`src/rtl/fir_da_pkg.sv`:
```
package fir_da_pkg;

    localparam int DEF_SAMPLE_W = 7;
    localparam int DEF_COEF_W   = 8;
    localparam int DEF_PAIRS    = 4;

    typedef enum logic {
        ST_IDLE = 1'b0,
        ST_RUN  = 1'b1
    } ctl_state_e;

    // Sequencing strobes issued by the controller each clock
    typedef struct packed {
        logic load;       // capture a new sample into the delay line
        logic carry_clr;  // zero the serial-adder carries
        logic acc_clr;    // treat previous accumulator value as zero
        logic run;        // a bit clock is in progress
        logic sub;        // sign-bit clock: subtract table output
        logic latch;      // capture the final result
    } ctl_strobes_t;

endpackage

```
`src/rtl/fir_da_ctrl.sv`:
```
module fir_da_ctrl
    import fir_da_pkg::*;
#(
    parameter int SW = DEF_SAMPLE_W
) (
    input  logic         clk,
    input  logic         rst,
    input  logic         strobe,
    output ctl_strobes_t stb
);
    localparam int CNT_W = $clog2(SW + 1);

    ctl_state_e       state_q;
    logic [CNT_W-1:0] cnt_q;
    logic             last_bit;

    assign last_bit = (state_q == ST_RUN) && (cnt_q == CNT_W'(SW));

    always_comb begin
        stb.load      = strobe && ((state_q == ST_IDLE) || last_bit);
        stb.carry_clr = stb.load;
        stb.run       = (state_q == ST_RUN);
        stb.acc_clr   = (state_q == ST_RUN) && (cnt_q == '0);
        stb.sub       = last_bit;
        stb.latch     = last_bit;
    end

    always_ff @(posedge clk) begin
        if (rst) begin
            state_q <= ST_IDLE;
            cnt_q   <= '0;
        end else if (stb.load) begin
            state_q <= ST_RUN;
            cnt_q   <= '0;
        end else if (last_bit) begin
            state_q <= ST_IDLE;
            cnt_q   <= '0;
        end else if (state_q == ST_RUN) begin
            cnt_q   <= cnt_q + 1'b1;
        end
    end

endmodule

```
`src/rtl/fir_da_taps.sv`:
```
module fir_da_taps
    import fir_da_pkg::*;
#(
    parameter int SW    = DEF_SAMPLE_W,
    parameter int PAIRS = DEF_PAIRS
) (
    input  logic             clk,
    input  logic             rst,
    input  logic [SW-1:0]    sample,
    input  ctl_strobes_t     stb,
    output logic [PAIRS-1:0] sum_bits,
    output logic [PAIRS-1:0] carry_q
);
    localparam int TAPS = 2 * PAIRS;

    logic [TAPS-1:0][SW-1:0] line_q;
    logic [TAPS-1:0]         ser;

    // Delay line: shift on load, rotate right on each data-bit clock
    always_ff @(posedge clk) begin
        if (rst) begin
            line_q <= '0;
        end else if (stb.load) begin
            line_q[0] <= sample;
            for (int t = 1; t < TAPS; t++) line_q[t] <= line_q[t-1];
        end else if (stb.run && !stb.sub) begin
            for (int t = 0; t < TAPS; t++) line_q[t] <= {line_q[t][0], line_q[t][SW-1:1]};
        end
    end

    // Sign-bit clock repeats the stored MSB (sign extension)
    always_comb begin
        for (int t = 0; t < TAPS; t++)
            ser[t] = stb.sub ? line_q[t][SW-1] : line_q[t][0];
    end

    generate
        for (genvar p = 0; p < PAIRS; p++) begin : g_pair
            logic a_bit, b_bit;
            assign a_bit       = ser[p];
            assign b_bit       = ser[TAPS-1-p];
            assign sum_bits[p] = a_bit ^ b_bit ^ carry_q[p];

            always_ff @(posedge clk) begin
                if (rst || stb.carry_clr)
                    carry_q[p] <= 1'b0;
                else if (stb.run)
                    carry_q[p] <= (a_bit & b_bit) | (carry_q[p] & (a_bit ^ b_bit));
            end
        end
    endgenerate

endmodule

```
`src/rtl/fir_da_accum.sv`:
```
module fir_da_accum
    import fir_da_pkg::*;
#(
    parameter int                    SW    = DEF_SAMPLE_W,
    parameter int                    CW    = DEF_COEF_W,
    parameter int                    PAIRS = DEF_PAIRS,
    parameter logic [PAIRS*CW-1:0]   COEFS = 32'h5A250AFD,
    parameter int                    RW    = CW + $clog2(PAIRS) + SW + 1
) (
    input  logic                 clk,
    input  logic                 rst,
    input  logic [PAIRS-1:0]     addr,
    input  ctl_strobes_t         stb,
    output logic                 res_valid,
    output logic signed [RW-1:0] res_y
);
    localparam int TW = CW + $clog2(PAIRS);
    localparam int AW = RW - SW;

    // Coefficient-sum table entry, folded to constant logic
    function automatic logic signed [TW-1:0] tbl_entry(input logic [PAIRS-1:0] a);
        logic signed [TW-1:0] s;
        s = '0;
        for (int p = 0; p < PAIRS; p++)
            if (a[p]) s = s + TW'($signed(COEFS[p*CW +: CW]));
        return s;
    endfunction

    logic signed [TW-1:0] t_val;
    logic signed [AW-1:0] t_ext, base, shifted, nxt, acc_q;
    logic [SW-1:0]        ext_q, ext_nxt;

    assign t_val   = tbl_entry(addr);
    assign t_ext   = AW'(t_val);
    assign base    = stb.acc_clr ? '0 : acc_q;
    assign shifted = base >>> 1;
    assign nxt     = stb.sub ? (shifted - t_ext) : (shifted + t_ext);
    assign ext_nxt = {base[0], ext_q[SW-1:1]};

    always_ff @(posedge clk) begin
        if (rst) begin
            acc_q     <= '0;
            ext_q     <= '0;
            res_y     <= '0;
            res_valid <= 1'b0;
        end else begin
            res_valid <= stb.latch;
            if (stb.run) begin
                acc_q <= nxt;
                ext_q <= ext_nxt;
            end
            if (stb.latch) res_y <= {nxt, ext_nxt};
        end
    end

endmodule

```
`src/rtl/fir_da_serial.sv`:
```
module fir_da_serial
    import fir_da_pkg::*;
#(
    parameter int                  SAMPLE_W = DEF_SAMPLE_W,
    parameter int                  COEF_W   = DEF_COEF_W,
    parameter int                  PAIRS    = DEF_PAIRS,
    parameter logic [PAIRS*COEF_W-1:0] COEFS = 32'h5A250AFD
) (
    input  logic                  clk,
    input  logic                  rst,
    input  logic                  in_valid,
    input  logic [SAMPLE_W-1:0]   in_sample,
    output logic                  out_valid,
    output logic signed [COEF_W+$clog2(PAIRS)+SAMPLE_W:0] out_y
);
    localparam int RW = COEF_W + $clog2(PAIRS) + SAMPLE_W + 1;

    ctl_strobes_t     ctl_stb;
    logic [PAIRS-1:0] pair_bits;
    logic [PAIRS-1:0] carry_q;

    fir_da_ctrl #(.SW(SAMPLE_W)) u_ctrl (
        .clk    (clk),
        .rst    (rst),
        .strobe (in_valid),
        .stb    (ctl_stb)
    );

    fir_da_taps #(.SW(SAMPLE_W), .PAIRS(PAIRS)) u_taps (
        .clk      (clk),
        .rst      (rst),
        .sample   (in_sample),
        .stb      (ctl_stb),
        .sum_bits (pair_bits),
        .carry_q  (carry_q)
    );

    fir_da_accum #(
        .SW(SAMPLE_W), .CW(COEF_W), .PAIRS(PAIRS), .COEFS(COEFS), .RW(RW)
    ) u_acc (
        .clk       (clk),
        .rst       (rst),
        .addr      (pair_bits),
        .stb       (ctl_stb),
        .res_valid (out_valid),
        .res_y     (out_y)
    );

endmodule

```
`config.mk`:
```
export PLATFORM = sky130hd
export DESIGN_NAME = fir_da_serial
export DESIGN_NICKNAME = d
export VERILOG_FILES = /design/src/rtl/fir_da_pkg.sv /design/src/rtl/fir_da_ctrl.sv /design/src/rtl/fir_da_taps.sv /design/src/rtl/fir_da_accum.sv /design/src/rtl/fir_da_serial.sv
export SDC_FILE = /design/constraint.sdc
export NUM_CORES = 1
export LEC_CHECK = 0
export ABC_AREA = 0
export BUFFER_PORTS_ARGS = -buffer_cell sky130_fd_sc_hd__buf_2
export CAP_MARGIN = 40
export CORE_ASPECT_RATIO = 2
export CORE_MARGIN = 2
export CORE_UTILIZATION = 61
export DETAILED_ROUTE_END_ITERATION = 8
export PLACE_DENSITY = 0.84
export SLEW_MARGIN = 20
export SYNTH_ARGS = -nofsm -noshare
export SYNTH_HDL_FRONTEND = slang
export SYNTH_SLANG_ARGS = --single-unit
```
`constraint.sdc`:
```
create_clock -name clk -period 6.4 [get_ports clk]
set_input_delay 0.32 -clock clk [delete_from_list [all_inputs] [get_ports clk]]
set_output_delay 0.32 -clock clk [all_outputs]
set_load 0.05 [all_outputs]
```
==> reports/results.tsv, run 1 <==
metric	value	unit
status	completed	
worst_slack	656	ps
tritoncts	yes	
ys_ff_latch	100	
required	6670	ps
end_kind	flip-flop	
grt_max_degree	63	
powerDensity	330	mW/mm²
die_h	136	µm
clk_pin_slew	80	ps
cp_top_family	adder cells	
setup_viol	0	
globalRoute.totalOverflow	0	
cts_buffer_depth	2	
drive_gt1_share	11.1	%
area_growth	8.40	%
max_freq	174	MHz
synth_common_cells	100 x dfxtp_1, 98 x nor2_1, 67 x mux2i_1	
ys_async_sr_fraction	0	%
synth.top_cell.area_share	37.5	%
synthMostInstantiatedCell	dfxtp_1	
post-place-ws	606	ps
critical_path_arrival	6020	ps
seq_area_frac_synth	37.5	%
place_area	0.00549	mm²
hold_viol	0	
vias_per_cell	6.09	
synth.area.top_cells	dfxtp_1 38%, mux2i_1 13%, a211oi_1 9.3%	
post-route-cell-area	0.00578	mm²
utilization	67.3	%
ant_nets	0	
antenna_cells	0	
grt_pass1_vias	4352	
worst_path_max_delay_cell	fa_1	
finClkSkew	7.78	ps
initialDrtViolationCount	240	
ys.warnings.count	0	
cts-root-buf	clkbuf_16	
grt_use_total	25.7	%
maxSlewHeadroom	63.2	%
p_leak	2.42	nW
antenna_found_initial	0	
fin_total_pwr	1.91	mW
grt_pass1_wl	19700	µm
hold_class	input port to flip-flop	
cts_buffers	9	
nets	641	
synth_top_cell_by_area	dfxtp_1	
clockPowerShare	28.2	%
clk_latency	350	ps
globalplace.congestion	0.893	
coreArea	0.00859	mm²
die-width	70.1	µm
start_util	62.1	%
slew_viol_final	0	
firstDrtPassIters	4	
path_buf_inv	0	
ctsHtreeMaxLevel	3	
syn_nets	643	
syn_area	0.00533	mm²
worst_pin_slew	551	ps
finalCritPeriodShare	89.7	%
synth_ff_type	dfxtp_1	
start_kind	flip-flop	
final_cells	714	
final.setup.tns	0	ps
p_seq_share	37.4	%
cp_cell_sequence	ha_1 -> ha_1 -> and2_2 -> mux2i_1 -> fa_1 -> ha_1 -> nand2_1 -> and2_1 -> ha_1 -> nor2b_1 -> o32ai_1 -> a21oi_2 -> xnor2_1 -> a21oi_1 -> xor2_1 -> ha_1 -> nor3_1 -> o211ai_2 -> and3_4 -> a311oi_4 -> xnor2_1 -> a211oi_2	
cts_setup_buffers	0	
holdBufCountCts	0	
whs	327	ps
crit_type	flip-flop to flip-flop	
postSynthAreaPerCell	8.73	µm²
ys_types	56	
die_area	0.00955	mm²
postRouteWirelength	11900	µm
rsz0062_at_grt	no	
ios	29	
cap_violations	0	
power.internal	1.22	mW
dp.final_hpwl	8350	µm
p_sw	0.689	mW
cp_max_fo	9	
syn_inst	611	
route.detailed.drc	0	
portBuffers	28	
ir_drop	228	µV
rows	48	
wire_per_inst	16.7	µm
period_needed	5740	ps
routed-via-count	4349	
p_comb_share	34.4	%
slowest_delay	520	ps
cpMostUsedCell	ha_1	
clock-sinks	100	
synth_edf_count	0	
swShare	36.1	%
dp_cells	698	
[cells in the final DEF (no fill, tap or decap), types with 2 or more instances in the layout]
cell,n
o32a_1,2
o31ai_1,2
inv_1,10
nor2b_1,6
nand2b_1,9
and3_1,3
nand2_1,54
a211oi_1,66
inv_8,2
nand3b_1,3
o21ai_1,2
nor3_1,4
o21a_1,4
mux2i_1,67
buf_2,27
o21ai_0,4
fa_1,5
ha_1,17
buf_4,6
xor2_1,7
dfxtp_1,100
a21oi_1,30
nor3b_1,4
clkbuf_16,9
nand3_1,6
nand2_2,2
and2_1,10
nand2b_4,2
clkinv_4,2
o22ai_1,3
nor2_1,98
buf_12,3
a31oi_1,6
xnor2_1,12
[layout make-up]
cell class | count | area, µm²
sequential | 100 | 2000
timing repair buffer | 36 | 240
inverter | 11 | 41.3
tap | 100 | 125
clock buffer | 9 | 225
clock inverter | 7 | 70.1
fill | 694 | 2810
multi-input combinational | 451 | 3080
[path summary, 6_finish.rpt]
| path | from | end | slack (ps) | cells past startpoint |
|---|---|---|---|---|
| worst max-delay path | u_ctrl.cnt_q[0]$_SDFFE_PP0P_ | u_acc.res_y[17]$_SDFFE_PP0P_ | 660 | 22 |
| worst min-delay path | in_sample[4] | u_taps.line_q[4]$_SDFFE_PP0P_ | 330 | 3 |
| worst min register to register | u_acc.res_y[0]$_SDFFE_PP0P_ | u_acc.res_y[0]$_SDFFE_PP0P_ | 460 | 2 |
| worst max register to register | u_ctrl.cnt_q[0]$_SDFFE_PP0P_ | u_acc.res_y[17]$_SDFFE_PP0P_ | 660 | 22 |
[power by group through the flow]
stage,sequential (mW),combinational (mW),clock (mW)
3_3_place_gp,0.724,0.616,0
2_1_floorplan,0.711,0.519,0
5_1_grt,0.719,0.718,0.568
3_5_place_dp,0.726,0.642,0
6_report,0.714,0.656,0.539
4_1_cts,0.713,0.649,0.546
[kinds of logic after synthesis]
logic type / share of synthesized area, %
buf+inv: 4.93
flops: 37.5
fa+ha+maj: 5.86
mux: 12.8
compound gates: 17.7
xor+xnor: 3.54
simple gates: 17.7
[worst reg2reg max path, cell delays in order, from the launching register on]
cell	delay (ps)
dfxtp_1	380
ha_1	180
ha_1	320
and2_2	320
mux2i_1	260
fa_1	520
ha_1	490
nand2_1	140
and2_1	220
ha_1	220
nor2b_1	140
o32ai_1	280
a21oi_2	140
xnor2_1	270
a21oi_1	120
xor2_1	160
ha_1	240
nor3_1	280
o211ai_2	180
and3_4	210
a311oi_4	280
xnor2_1	120
a211oi_2	220
[timing repair]
| item | CTS | global route |
|---|---|---|
| setup endpoints to repair | 0 | 1 |
| hold endpoints to repair | 0 | 0 |
| resized for setup | 0 | 1 |
[layer usage]
metal,GRT usage (%),wire [µm],up-vias
li1,-,-,2146
met1,25.6,4450,2063
met2,46.8,6450,88
met3,3.93,271,52
met4,19.4,751,0
met5,0,0,-
[state kept, by name, summed over array words and instances (netlist names)]
register / count
u_acc.acc_q: 11
u_taps.carry_q: 4
u_ctrl.cnt_q: 3
u_acc.res_valid: 1
u_acc.ext_q: 6
u_acc.res_y: 18
u_taps.line_q: 56
u_ctrl.state_q: 1
(Power assumes the default switching activity.)
==> inputs of run 2 (changes only) <==
Settings changed: CORE_UTILIZATION 61 to 45, MAX_ROUTING_LAYER from default to met4, PLACE_DENSITY 0.84 to 0.66.
==> run 2 against run 1 <==
Compared with the run above: final cell count is 6.3% higher; die area is 34% higher; clock skew rose by 4.2 ps; sequential power down 0.6%; final area grew 1.0%; critical path type unchanged; largest power group unchanged.
==> reports/results.tsv, run 2 (synthesis results as in run 1) <==
metric	value	unit	change
nFillCells	1125		+62%
p_leak	2.41	nW	-0.25%
portBuffers	28		unchanged
maxSlewHeadroom	63.3	%	+0.11 points
route.detailed.drc	0		unchanged
ant_nets	0		unchanged
final.setup.tns	0	ps	unchanged
swShare	35.8	%	-0.34 points
reg_top3	u_taps.line_q x56, u_acc.res_y x18, u_acc.acc_q x11		
p_seq_share	37.5	%	about the same
period_needed	5960	ps	+212 ps
r2r_cells	23		+4.5%
vias_per_cell	5.61		-7.9%
final_cells	759		+6.3%
top_register	u_taps.line_q		
status	completed		
cts_buffers	9		unchanged
worst_pin_slew	549	ps	-1.61 ps
cp_max_fo	13		+4
cap_violations	0		unchanged
routed-via-count	4257		-2.1%
cts_setup_buffers	0		unchanged
largest_register_ff_count	56		unchanged
max_freq	168	MHz	-3.6%
place_area	0.00555	mm²	+1.2%
dp_cells	743		+6.4%
p_sw	0.678	mW	-1.7%
crit_type	flip-flop to flip-flop		
ir_drop	195	µV	-15%
post-route-cell-area	0.00584	mm²	+1.0%
die_h	158	µm	+16%
grt_max_degree	63		unchanged
grt_use_total	19.9	%	-5.7 points
finalCritPeriodShare	93.1	%	+3.3 points
ctsResizeCount	0		unchanged
clockPowerShare	28.1	%	about the same
r2r-start	u_ctrl.cnt_q[0]$_SDFFE_PP0P_		
die-width	81.0	µm	+15%
multiInputGateArea	0.00308	mm²	about the same
finClkSkew	12.0	ps	+4.17 ps
globalRoute.totalOverflow	0		unchanged
critical_path_arrival	6230	ps	+210 ps
utilization	50.2	%	-17 points
power.internal	1.22	mW	-0.20%
nets	641		unchanged
min_to	u_taps.line_q[3]$_SDFFE_PP0P_		
mostFrequentLayoutCells	100 x dfxtp_1, 98 x nor2_1, 67 x mux2i_1, 66 x a211oi_1, 54 x nand2_1		
whs	321	ps	-5.86 ps
rsz0062_at_grt	no		
layout_commonest_cell	dfxtp_1		
holdBufCountCts	0		unchanged
drive_gt1_share	10.7	%	-0.33 points
start_kind	flip-flop		
cts_buffer_depth	2		unchanged
required	6670	ps	about the same
grt_pass1_wl	19400	µm	-1.4%
slew_viol_final	0		unchanged
register_area	0.00200	mm²	unchanged
p_comb_share	34.4	%	about the same
powerDensity	324	mW/mm²	-1.7%
antenna_found_initial	0		unchanged
r2r-end	u_acc.res_y[17]$_SDFFE_PP0P_		
initialDrtViolationCount	218		-9.2%
firstDrtPassIters	4		unchanged
setup_viol	0		unchanged
antenna_cells	0		unchanged
rows	56		+17%
tritoncts	yes		
ios	29		unchanged
hold_depth	3		unchanged
coreArea	0.0116	mm²	+35%
clk_pin_slew	80	ps	about the same
globalplace.congestion	0.903		+1.2%
grt_pass1_vias	4203		-3.4%
area_growth	9.48	%	
hold_class	input port to flip-flop		
ctsHtreeMaxLevel	3		unchanged
cts-root-buf	clkbuf_16		
end_kind	flip-flop		
start_util	45.9	%	-16 points
clk_latency	350	ps	about the same
die_area	0.0128	mm²	+34%
fin_total_pwr	1.89	mW	-0.73%
r2r_slack	440	ps	-210 ps
wire_per_inst	15.5	µm	-7.1%
hold_viol	0		unchanged
worstHoldStart	in_sample[3]		
dp.final_hpwl	8230	µm	-1.3%
clock-sinks	100		unchanged
post-place-ws	519	ps	-86.7 ps
postRouteWirelength	11800	µm	-1.2%
worst_slack	444	ps	-212 ps
run 2: cell count changes in the layout (fill, tap and decap cells not counted), sizes merged:
cell	change
clkbuf	+1
clkinvlp	+1
inv	-2
run 2: layout make-up:
class / count / share of cell area (%)
multi-input cells: 451 / 52.7
flip-flops and latches: 100 / 34.3
repair buffers: 36 / 4.24
clock buffers: 10 / 3.92
well taps: 145 / 3.11
clock inverters: 6 / 1.05
inverters: 11 / 0.707
run 2: worst max-delay path by stage:
stage	start	to	slack, ps	cells past startpoint
after global routing	u_ctrl.cnt_q[0]$_SDFFE_PP0P_	u_acc.res_y[17]$_SDFFE_PP0P_	50	23
final	u_ctrl.cnt_q[0]$_SDFFE_PP0P_	u_acc.res_y[17]$_SDFFE_PP0P_	440	23
after detailed placement	u_ctrl.cnt_q[0]$_SDFFE_PP0P_	u_acc.res_y[17]$_SDFFE_PP0P_	520	23
after floorplan	u_ctrl.cnt_q[0]$_SDFFE_PP0P_	u_acc.res_y[14]$_SDFFE_PP0P_	970	25
after CTS	u_ctrl.cnt_q[0]$_SDFFE_PP0P_	u_acc.res_y[17]$_SDFFE_PP0P_	480	23
after global placement	u_ctrl.cnt_q[0]$_SDFFE_PP0P_	u_acc.res_y[17]$_SDFFE_PP0P_	710	23
run 2: power groups by stage:
stage / Combinational (mW) / Sequential [mW] / Clock, mW
5_1_grt: 0.716 / 0.716 / 0.568
4_1_cts: 0.649 / 0.711 / 0.547
2_1_floorplan: 0.519 / 0.711 / 0
6_report: 0.652 / 0.710 / 0.532
3_3_place_gp: 0.623 / 0.724 / 0
3_5_place_dp: 0.645 / 0.724 / 0
run 2: critical path, cell delays in order (launching register included):
cell and delay [ps]:
dfxtp_1 370, ha_1 170, ha_1 320, and2_1 330, buf_4 260, mux2i_1 260, fa_1 530, ha_1 490
nand2_1 130, and2_1 220, ha_1 220, nor2b_1 140, o32ai_1 280, a21oi_2 130, xnor2_1 240, a21oi_1 120
xor2_1 150, ha_1 340, o21ai_1 70, a21oi_1 270, nand2_1 180, a311oi_4 280, xnor2_1 130, a211oi_2 230
run 2: metal layers:
layer  vias to the layer above  track usage [%]  routed length [µm]
li1                       2148                -                   -
met1                      1995             19.7                4570
met2                        74             35.3                6350
met3                        40             3.76                 298
met4                         0             11.6                 567
met5                         -                -                   0
